--- config.mk ---
export PLATFORM = sky130hd
export DESIGN_NAME = gpio_bank
export DESIGN_NICKNAME = d
export VERILOG_FILES = /design/src/rtl/gpio_bank_pkg.sv /design/src/rtl/gpio_bank_ctrl.sv /design/src/rtl/gpio_bank_dpath.sv /design/src/rtl/gpio_bank.sv
export SDC_FILE = /design/constraint.sdc
export NUM_CORES = 1
export LEC_CHECK = 0
export CAP_MARGIN = 25
export CORE_MARGIN = 2
export CORE_UTILIZATION = 43
export DETAILED_ROUTE_END_ITERATION = 16
export PLACE_DENSITY = 0.85
export SLEW_MARGIN = 15
export SYNTH_ARGS = -nofsm -noshare
export SYNTH_HDL_FRONTEND = slang
export SYNTH_SLANG_ARGS = --single-unit
--- constraint.sdc ---
create_clock -name clk -period 1.6 [get_ports clk]
set_input_delay 0.16 -clock clk [delete_from_list [all_inputs] [get_ports clk]]
set_output_delay 0.16 -clock clk [all_outputs]
set_load 0.1 [all_outputs]
--- src/rtl/gpio_bank_pkg.sv ---
package gpio_bank_pkg;

  localparam int REG_W  = 32;
  localparam int ADDR_W = 3;

  localparam logic [REG_W-1:0] DEF_DED_MASK = 32'h0000_01FF;
  localparam logic [REG_W-1:0] DEF_SHR_MASK = 32'h1F0F_0000;

  typedef enum logic [ADDR_W-1:0] {
    REG_DIR = 3'd0,
    REG_INV = 3'd1,
    REG_DRV = 3'd2,
    REG_DAT = 3'd3,
    REG_SHR = 3'd4,
    REG_LCK = 3'd5
  } regSel_e;

  typedef struct packed {
    logic wrDir;
    logic wrInv;
    logic wrDrv;
    logic wrDat;
    logic wrShr;
    logic setLock;
  } wrStrobe_t;

endpackage

--- src/rtl/gpio_bank_ctrl.sv ---
module gpio_bank_ctrl
  import gpio_bank_pkg::*;
#(
  parameter int AW = ADDR_W
) (
  input  logic          clk,
  input  logic          rstN,
  input  logic          wrEn,
  input  logic [AW-1:0] addr,
  input  logic          lockBit,
  output wrStrobe_t     strobe,
  output logic          lockQ
);

  wrStrobe_t rawStrobe;

  always_comb begin
    rawStrobe = '0;
    if (wrEn) begin
      case (addr)
        REG_DIR: rawStrobe.wrDir   = 1'b1;
        REG_INV: rawStrobe.wrInv   = 1'b1;
        REG_DRV: rawStrobe.wrDrv   = 1'b1;
        REG_DAT: rawStrobe.wrDat   = 1'b1;
        REG_SHR: rawStrobe.wrShr   = 1'b1;
        REG_LCK: rawStrobe.setLock = lockBit;
        default: rawStrobe = '0;
      endcase
    end
  end

  // frozen fields lose their strobes while the lock is held
  always_comb begin
    strobe       = rawStrobe;
    strobe.wrDat = rawStrobe.wrDat & ~lockQ;
    strobe.wrDrv = rawStrobe.wrDrv & ~lockQ;
  end

  always_ff @(posedge clk or negedge rstN) begin
    if (!rstN)               lockQ <= 1'b0;
    else if (strobe.setLock) lockQ <= 1'b1;
  end

endmodule

--- src/rtl/gpio_bank_dpath.sv ---
module gpio_bank_dpath
  import gpio_bank_pkg::*;
#(
  parameter int             W        = REG_W,
  parameter int             AW       = ADDR_W,
  parameter logic [W-1:0]   DED_MASK = DEF_DED_MASK,
  parameter logic [W-1:0]   SHR_MASK = DEF_SHR_MASK
) (
  input  logic          clk,
  input  logic          rstN,
  input  wrStrobe_t     strobe,
  input  logic [W-1:0]  wrData,
  input  logic [AW-1:0] addr,
  input  logic          lockQ,
  input  logic [W-1:0]  pinIn,
  output logic [W-1:0]  rdData,
  output logic [W-1:0]  pinOut,
  output logic [W-1:0]  pinOe,
  output logic [W-1:0]  dirQ,
  output logic [W-1:0]  invQ,
  output logic [W-1:0]  drvQ,
  output logic [W-1:0]  datQ,
  output logic [W-1:0]  shrQ
);

  localparam logic [W-1:0] PIN_MASK = DED_MASK | SHR_MASK;

  logic [W-1:0] syncA, syncB;
  logic [W-1:0] datView;

  always_ff @(posedge clk or negedge rstN) begin
    if (!rstN) begin
      dirQ <= '0;
      invQ <= '0;
      drvQ <= '0;
      datQ <= '0;
      shrQ <= '0;
    end else begin
      if (strobe.wrDir) dirQ <= wrData & PIN_MASK;
      if (strobe.wrInv) invQ <= wrData & PIN_MASK;
      if (strobe.wrDrv) drvQ <= wrData & PIN_MASK;
      if (strobe.wrShr) shrQ <= wrData & SHR_MASK;
      if (strobe.wrDat) datQ <= (datQ & ~dirQ) | (wrData & dirQ);
    end
  end

  always_ff @(posedge clk or negedge rstN) begin
    if (!rstN) begin
      syncA <= '0;
      syncB <= '0;
    end else begin
      syncA <= pinIn & PIN_MASK;
      syncB <= syncA;
    end
  end

  assign datView = (datQ & dirQ) | (syncB & ~dirQ);

  always_comb begin
    case (addr)
      REG_DIR: rdData = dirQ;
      REG_INV: rdData = invQ;
      REG_DRV: rdData = drvQ;
      REG_DAT: rdData = datView;
      REG_SHR: rdData = shrQ;
      REG_LCK: rdData = {{(W-1){1'b0}}, lockQ};
      default: rdData = '0;
    endcase
  end

  for (genvar i = 0; i < W; i++) begin : gPin
    if (PIN_MASK[i]) begin : gUsed
      logic isGpio, active, level;
      assign isGpio    = DED_MASK[i] | shrQ[i];
      assign active    = dirQ[i] & isGpio;
      assign level     = datQ[i] ^ invQ[i];
      assign pinOe[i]  = active & (drvQ[i] | ~level);
      assign pinOut[i] = active & drvQ[i] & level;
    end else begin : gRsvd
      assign pinOe[i]  = 1'b0;
      assign pinOut[i] = 1'b0;
    end
  end

endmodule

--- src/rtl/gpio_bank.sv ---
module gpio_bank
  import gpio_bank_pkg::*;
#(
  parameter int           W        = REG_W,
  parameter int           AW       = ADDR_W,
  parameter logic [W-1:0] DED_MASK = DEF_DED_MASK,
  parameter logic [W-1:0] SHR_MASK = DEF_SHR_MASK
) (
  input  logic          clk,
  input  logic          rstN,
  input  logic          wrEn,
  input  logic [AW-1:0] addr,
  input  logic [W-1:0]  wrData,
  output logic [W-1:0]  rdData,
  input  logic [W-1:0]  pinIn,
  output logic [W-1:0]  pinOut,
  output logic [W-1:0]  pinOe
);

  wrStrobe_t    strobe;
  logic         lockQ;
  logic [W-1:0] dirQ, invQ, drvQ, datQ, shrQ;

  gpio_bank_ctrl #(.AW(AW)) uCtrl (
    .clk     (clk),
    .rstN    (rstN),
    .wrEn    (wrEn),
    .addr    (addr),
    .lockBit (wrData[0]),
    .strobe  (strobe),
    .lockQ   (lockQ)
  );

  gpio_bank_dpath #(
    .W(W), .AW(AW), .DED_MASK(DED_MASK), .SHR_MASK(SHR_MASK)
  ) uDpath (
    .clk    (clk),
    .rstN   (rstN),
    .strobe (strobe),
    .wrData (wrData),
    .addr   (addr),
    .lockQ  (lockQ),
    .pinIn  (pinIn),
    .rdData (rdData),
    .pinOut (pinOut),
    .pinOe  (pinOe),
    .dirQ   (dirQ),
    .invQ   (invQ),
    .drvQ   (drvQ),
    .datQ   (datQ),
    .shrQ   (shrQ)
  );

endmodule

==> run metrics, run 1 <==
ratio of cells with drive above 1 in the final layout=54.71%; DRT Wirelength=17,630 um; worst reg2reg path depth=5; Main synth FF type=dfrtp_1; CTS tree=yes; YS warnings=0; setup ws final=-0.2796 ns; grt ovf=0; die area=14,470 sq um; Cell Area, Synth=5816 sq um; first drt pass iteration count=5; Setup Skew=0.008873 ns; cts bufs inserted=17; async set-reset flop share out of synthesis=100.0%; # setup viols final=35; RD Place Congestion=0.8482; post-DR vias/cell=5.563; Fmax achieved=532.0 MHz; Yosys reg bits=118; PD cells=1619 nW/um^2; Critical Path RT=1.44 ns; Initial Util=43.92%; setup_tns=-2.719 ns; Hold WC Path Type=input port to asynchronous set/reset pin; DR vias=4,578; Leakage=3.950 nW; register-to-register setup slack=-0.01 ns; unrepaired setup endpoints after global routing=true; H-tree depth=4; dominant cell type by area after synthesis=dfrtp_1; Post-synth EDFFs=0; GRT Overall Usage=23.97%; Die Y=120.3 um; register area share after synthesis=50.77%; FILL cells=825; final period utilization=117.5%; Setup crit end kind=output port; Fin. Hold Viols=0; Setup WS pre-CTS=-0.2763 ns; min cycle time layout=1.880 ns; Sink Count=118; die width=120.3 um; Crit Path Category=flip-flop to output port; Worst-path clk slew=0.05 ns; largest net degree at the start of global routing=83; PortBufs=95; post-synthesis cell count=475; Area Overhead vs Synth=58.18%; Clk Latency, worst-skew pair=0.42 ns; Worst Setup Start Kind=flip-flop; number of global-route vias before repair=4,856; antenna violation net count after detailed routing=0; VDD IR-drop max=1181 uV; core area=13,240 sq um; syn_area_per_cell=12.24 sq um; Max clock buf depth=2; number of DRC markers in iteration 0=284; DR WL/cell=21.42 um; Slew Viols, Final=0; share of the synthesized area in the top cell type=50.77%; DRC Markers=0; status=finished with violations; Worst Setup EP=rdData[0]; root buf cell=clkbuf_16; footprint of the multi-input gates=3257 sq um; CP Max Fanout=3; initial antenna violation count=0; diodes inserted=0; Register Area=2973 sq um; Worst EP arrival=1.72 ns; top cells by area, synth=dfrtp_1, mux2_2, buf_4; Critical R2R Launch=uCtrl.lockQ; IO Pins=166; Yosys cell types=37; global-route wire length before repair=26,300 um; Post-DP HPWL=10,080 um; Final #Nets=707; # Max-Cap Violations=0; # rows=42; failing checks=setup timing
[critical path: stages (launching register included)]
cell and delay, ns:
dfrtp_1 0.42, mux2i_1 0.19, a21oi_1 0.10, a221o_2 0.41, buf_12 0.18
[cell usage after synthesis, drive strengths merged, types with 3 or more instances]
cell type	count
o2bb2ai	3
o22ai	8
buf	58
a21oi	10
o211a	9
inv	6
a2bb2oi	12
o21a	9
nand2	16
a22oi	5
mux2i	25
nand3	28
and3b	6
nor2b	10
dfrtp	118
mux2	76
clkbuf	7
xnor2	18
o221ai	6
nor2	23
o21ai	10
[worst min-delay path by stage]
stage	end	slack, ns	cells past startpoint
floorplan	asynchronous set/reset pin	-0.14	0
global placement	uDpath.syncA[8]	0.05	1
detailed placement	uDpath.syncA[8]	0.05	1
CTS	uDpath.dirQ[4]	0.17	2
global route	uDpath.syncA[16]	0.17	1
finish	uDpath.dirQ[4]	0.17	2
[layout by cell type, fill, tap and decap left out, types with 4 or more instances in the layout]
cell type	netlist	final
dfrtp_1	118	102
mux2_2	66	65
buf_12	2	59
buf_4	46	58
conb_1	1	42
clkdlybuf4s50_1	0	37
nand3_1	28	21
mux2i_1	25	18
xnor2_2	0	17
clkbuf_16	0	17
dfrtp_2	0	16
nand2_1	16	14
a2bb2oi_2	0	12
nor2_2	0	12
mux2_4	10	11
o211a_1	9	9
o22ai_4	0	8
o21a_1	9	8
buf_6	2	8
nor2b_1	10	7
mux2i_2	0	7
a21oi_1	10	6
inv_1	6	6
nand3_2	0	6
nor2_4	0	6
nor2_1	23	5
o221ai_4	0	5
and3b_1	6	5
o21ai_2	0	5
o21ai_0	10	5
a21oi_2	0	4
clkinv_2	0	4
bufinv_16	0	4
[final cells by class]
type                            count  area share [%]
Multi-Input combinational cell    327           35.41
Sequential cell                   118           32.32
Timing Repair Buffer              167           23.12
Clock buffer                       19           4.815
Tap cell                          176           2.394
Clock inverter                     10           1.700
Inverter                            6          0.2448
[logic make-up after synthesis]
group	after synthesis	synth area share, %
other	1	0.06448
AND/OR/NAND/NOR	91	8.800
buffers and inverters	71	8.455
AO/OA/AOI/OAI	75	9.531
multiplexers	101	19.66
flip-flops	118	50.77
XOR/XNOR	18	2.711
[where the power goes]
group	total [mW]	internal (mW)	leakage, nW	switching [mW]
combinational	6.54	2.68	2.25	3.86
clock	3.96	2.61	0.294	1.35
sequential	4.39	3.60	1.41	0.786
[repair_timing]
item | in CTS | in global routing
endpoints found under the setup margin | 36 | 67
pin swaps | 19 | 24
gates cloned | 0 | 1
endpoints found under the hold margin | 36 | 0
setup buffers | 24 | 12
hold buffers | 1 | 0
resized for setup | 67 | 42
[layer usage]
metal	part of all wire, %	vias up	global-route usage [%]
li1	-	1936	-
met1	37	2351	28.30
met2	52	223	41.34
met3	6.2	68	6.651
met4	4.3	0	9.666
met5	0	-	0
[per-stage QoR]
step / utilization (%) / hold WS (ns) / power [mW] / instance area [sq um] / cells
6_report: 69.46 / 0.1701 / 14.89 / 9199 / 823
2_1_floorplan: - / -0.1356 / 8.243 / 6316 / 516
5_1_grt: 69.46 / 0.1690 / 15.36 / 9199 / 823
3_5_place_dp: 59.40 / 0.05463 / 9.934 / 7866 / 758
3_3_place_gp: 59.40 / 0.05368 / 9.763 / 7866 / 758
4_1_cts: 67.64 / 0.1681 / 14.50 / 8957 / 812
No activity file was read; power rests on OpenSTA's default activity.
==> inputs of run 2 (changes only) <==
--- a/config.mk
+++ b/config.mk
@@ -5,6 +5,7 @@
 export SDC_FILE = /design/constraint.sdc
 export NUM_CORES = 1
 export LEC_CHECK = 0
+export ABC_AREA = 1
 export CAP_MARGIN = 25
 export CORE_MARGIN = 2
 export CORE_UTILIZATION = 43
==> run metrics, run 2 <==
VDD IR-drop max=851.0 uV; DRC Markers=0; number of DRC markers in iteration 0=638; Crit path max-delay family=flip-flops; die width=119.5 um; routed wl met3=1348 um; setup_tns=-0.4518 ns; Clk Latency, worst-skew pair=0.41 ns; Post-synth EDFFs=0; Cell Area, Synth=5736 sq um; Hold WC Path Type=input port to asynchronous set/reset pin; Area Overhead vs Synth=59.08%; Yosys reg bits=118; largest net degree at the start of global routing=59; PD cells=1385 nW/um^2; unrepaired setup endpoints after global routing=true; dominant cell type by area after synthesis=dfrtp_1; Fin. Hold Viols=0; Post-Synth XOR/XNOR Area=2.749%; Max clock buf depth=2; number of global-route vias before repair=5,409; cts bufs inserted=17; CTS tree=yes; antenna violation net count after detailed routing=0; Initial Util=43.66%; post-synthesis cell count=716; first drt pass iteration count=5; core area=13,140 sq um; cell repeated most along the worst path=nand2_1; GRT Overall Usage=23.72%; YS warnings=0; DR vias=5,584; failing checks=setup timing; # setup viols final=12; Setup crit end kind=output port; CP Max Fanout=5; Leakage=4.361 nW; M1 wire length=6484 um; ratio of cells with drive above 1 in the final layout=35.44%; Die Y=119.5 um; H-tree depth=4; largest family of logic cells by synthesized area=simple AND/OR/NAND/NOR gates; Setup Skew=0.005252 ns; Sink Count=118; FILL cells=941; # Max-Cap Violations=0; top cells by area, synth=dfrtp_1, nand2_1, o21ai_0; Final #Nets=961; syn_area_per_cell=8.010 sq um; Synth top cells by count=nand2_1, dfrtp_1, o21ai_0; Slew Viols, Final=0; most frequent cells in the layout=nand2_1, dfrtp_1, o21ai_0; share of the synthesized area in the top cell type=51.48%; grt ovf=0; Crit Path Category=flip-flop to output port; commonest non-fill, non-tap cell in the layout=nand2_1; Tot Pwr=12.63 mW; Worst path max stage delay=0.41 ns; Worst-path clk slew=0.05 ns; setup ws final=-0.07643 ns; # rows=42; min cycle time layout=1.676 ns; global-route wire length before repair=26,300 um; Worst EP arrival=1.52 ns; register area share after synthesis=51.48%; met2 routed WL=8832 um; CP Cell Sequence=inv_2 > nand2_2 > nand2_1 > nand2_1 > nand4_1 > buf_12; post-DR vias/cell=5.190; Critical Path RT=1.44 ns; Buf+Inv Stages, Crit Path=2; PortBufs=95; diodes inserted=0; Post-DP HPWL=10,230 um; Critical R2R Launch=uCtrl.lockQ; Worst Setup SP=uDpath.dirQ[5]; status=finished with violations; async set-reset flop share out of synthesis=100.0%; DR WL/cell=16.09 um; multiplexer share of the synthesized area=0%; initial antenna violation count=0; compound-cell area share of the yosys netlist=7.199%; final period utilization=104.8%; Main synth FF type=dfrtp_1; most common cell in the netlist=nand2_1; Fmax achieved=596.5 MHz; DRT Wirelength=17,310 um; Worst Setup Start Kind=flip-flop; root buf cell=clkbuf_16; post-synthesis simple-gate area fraction=27.40%; RD Place Congestion=0.7969; IO Pins=166; slowest stage cell, crit path=dfrtp_2; uppermost layer routed=met4; Yosys cell types=20; die area=14,280 sq um; Post-Synth Adder-Cell Area=0%
## run 2: changes by cell type after synthesis, moves of 20 or more
cell,before,now
inv_1,6,57
mux2_2,66,0
mux2i_1,25,0
nand2_1,16,245
nand3_1,28,48
nand4_1,0,30
o21ai_0,10,76
## run 2: cell families (layout without fill, tap and decap cells)
logic type	after synthesis	after routing
AO/OA/AOI/OAI	82	82
AND/OR/NAND/NOR	372	372
XOR/XNOR	18	18
other	1	42
flip-flops	118	118
buffers and inverters	125	268
## run 2: final cells by class
type,count,area [sq um],area share [%]
flip-flops and latches,118,2975,32.61
clock inverters,5,52.55,0.5760
clock buffers,23,467.9,5.129
repair buffers,181,2434,26.67
well taps,176,220.2,2.414
inverters,59,229.0,2.510
multi-input cells,514,2745,30.09
## run 2: metrics by stage
step                cell area [sq um]  util, %  hold slack [ns]  worst slack [ns]  std cells
floorplan                        6043        -          -0.1356          -0.06015        757
global placement                 7764    59.10          0.05420           -0.2753        998
detailed placement               7764    59.10          0.05570           -0.3225        998
CTS                              8722    66.39           0.1555          -0.04754       1052
global route                     9124    69.45           0.1653           -0.1523       1076
finish                           9124    69.45           0.1697          -0.07643       1076
## run 2: power by group
part	internal (mW)	switching (mW)	total (mW)	leakage [nW]
Combinational	1.84	3.21	5.04	2.67
Clock	2.17	1.25	3.42	0.255
Sequential	3.53	0.645	4.18	1.44
Total	7.53	5.10	12.6	4.36
## run 2: layer usage
layer,global-route usage (%),vias up
li1,-,2555
met1,28.78,2701
met2,39.64,265
met3,6.321,63
met4,10.66,0
met5,0,-
## run 2: path summary, 6_finish.rpt
check                      slack, ns  cells past startpoint               end
setup reg to reg                0.28                      5   uDpath.drvQ[17]
min in group clk                0.18                      1  uDpath.syncA[24]
setup / recovery               -0.08                      6         rdData[5]
max in group asynchronous       0.81                      3    uDpath.dirQ[2]
hold reg to reg                 0.35                      0   uDpath.syncB[8]
hold / removal                  0.17                      2  uDpath.syncA[24]
## run 2: what timing repair did
action,CTS,global route
pin swaps,21,60
setup buffers,23,22
endpoints found under the hold margin,118,0
hold buffers,1,0
resized for setup,61,71
gates cloned,2,2
endpoints found under the setup margin,34,44
==> inputs of run 3 (changes only) <==
--- a/config.mk
+++ b/config.mk
@@ -8,9 +8,10 @@
 export ABC_AREA = 1
 export CAP_MARGIN = 25
 export CORE_MARGIN = 2
-export CORE_UTILIZATION = 43
+export CORE_UTILIZATION = 40
+export CTS_CLUSTER_DIAMETER = 200
 export DETAILED_ROUTE_END_ITERATION = 16
-export PLACE_DENSITY = 0.85
+export PLACE_DENSITY = 0.81
 export SLEW_MARGIN = 15
 export SYNTH_ARGS = -nofsm -noshare
 export SYNTH_HDL_FRONTEND = slang
==> run metrics, run 3 (synthesized netlist as in run 2, its figures left out) <==
status=finished with violations; failing checks=setup timing; commonest non-fill, non-tap cell in the layout=nand2_1; Hold WC Path Type=input port to asynchronous set/reset pin; met2 routed WL=8577 um; DRT Wirelength=16,780 um; Die Y=123.7 um; diodes inserted=0; H-tree depth=4; DRC Markers=0; Crit Path Category=flip-flop to output port; Worst EP arrival=1.51 ns; Area Overhead vs Synth=58.14%; routed wl met3=1368 um; # setup viols final=13; M1 wire length=6466 um; worst hold slack=0.07898 ns; VDD IR-drop max=1197 uV; CTS tree=yes; FILL cells=1,051; final period utilization=104.5%; first drt pass iteration count=5; GRT Overall Usage=22.29%; Final #Nets=968; Fmax achieved=597.8 MHz; Critical Path RT=1.44 ns; internal power=7.865 mW; IO Pins=166; Max clock buf depth=2; PortBufs=95; most frequent cells in the layout=nand2_1, dfrtp_1, o21ai_0; antenna violation net count after detailed routing=0; # rows=43; Post-DP HPWL=10,720 um; Setup crit end kind=output port; Fin. Hold Viols=0; min cycle time layout=1.673 ns; Seq pwr share=32.1%; setup ws final=-0.07273 ns; Initial Util=41.16%; die width=123.7 um; initial antenna violation count=0; Register Area=2980 sq um; ratio of cells with drive above 1 in the final layout=34.36%; Worst Setup Start Kind=flip-flop; Sink Count=118; Setup Skew=0.006523 ns; Tot Pwr=12.98 mW; CP Max Fanout=3; Slew Viols, Final=0; largest net degree at the start of global routing=60; RD Place Congestion=0.8173; die area=15,310 sq um; Worst-path clk slew=0.05 ns; grt ovf=0; global-route wire length before repair=25,700 um; post-DR vias/cell=5.051; Clk network pwr share=29.5%; Logic pwr share=38.4%; uppermost layer routed=met4; register-to-register setup slack=0.29 ns; NetSw=5.111 mW; cts bufs inserted=17; # Max-Cap Violations=0; core area=13,930 sq um; Sw Share=39.39%; root buf cell=clkbuf_16; DR WL/cell=15.38 um; number of DRC markers in iteration 0=418; number of global-route vias before repair=5,262; Clk Latency, worst-skew pair=0.42 ns; footprint of the multi-input gates=2643 sq um; PD cells=1431 nW/um^2; Leakage=4.374 nW; unrepaired setup endpoints after global routing=true; DR vias=5,511
-- run 3: power groups by stage --
| stage | clock [mW] | combinational [mW] | sequential, mW |
|---|---|---|---|
| after floorplan | 0 | 3.14 | 3.95 |
| after global placement | 0 | 4.30 | 4.07 |
| after detailed placement | 0 | 4.37 | 4.10 |
| after CTS | 3.87 | 4.75 | 4.10 |
| after global routing | 4.03 | 5.25 | 4.23 |
| final | 3.83 | 4.99 | 4.16 |
-- run 3: layout make-up --
class / instances / share of cell area [%]
Clock buffer: 22 / 5.118
Timing Repair Buffer: 188 / 26.42
Clock inverter: 10 / 1.407
Multi-Input combinational cell: 514 / 29.14
Sequential cell: 118 / 32.86
Tap cell: 180 / 2.483
Inverter: 59 / 2.580
-- run 3: worst max-delay path, cell delays in order, from the launching register on --
cell and delay, ns:
dfrtp_1 0.42, xnor2_2 0.27, nand3_2 0.12, nand2_2 0.11
buf_12 0.17
-- run 3: worst paths after layout --
check	startpoint	endpoint	cells past startpoint
setup reg to reg	uCtrl.lockQ	flip-flop	5
min in group clk	pinIn[26]	uDpath.syncA[26]	1
max in group asynchronous	rstN	uDpath.dirQ[4]	3
hold reg to reg	uDpath.syncA[19]	uDpath.syncB[19]	0
hold / removal	rstN	uDpath.syncA[16]	2
setup / recovery	flip-flop	pinOe[26]	4
-- run 3: through the flow --
step / setup TNS [ns] / instances / setup WS, ns / cell area (sq um) / util, %
after floorplan: -0.4812 / 757 / -0.06015 / 6043 / -
after global placement: -10.86 / 1009 / -0.2099 / 7746 / 55.59
after detailed placement: -13.52 / 1009 / -0.2166 / 7746 / 55.59
after CTS: -0.2667 / 1073 / -0.03980 / 8813 / 63.25
after global routing: -2.262 / 1091 / -0.1227 / 9070 / 65.09
final: -0.3168 / 1091 / -0.07273 / 9070 / 65.09
-- run 3: layer usage --
layer / vias to the layer above / track usage (%)
met1: 2623 / 27.65
met3: 34 / 6.456
met4: 0 / 8.807
li1: 2576 / -
met2: 278 / 36.71
met5: - / 0
-- run 3: repair_timing --
item | 4_1_cts | 5_1_grt
endpoints found under the setup margin | 36 | 48
resized for setup | 67 | 46
setup buffers | 30 | 18
gates cloned | 1 | 0
pin swaps | 25 | 52
hold endpoints to repair | 118 | 0
hold buffers | 1 | 0
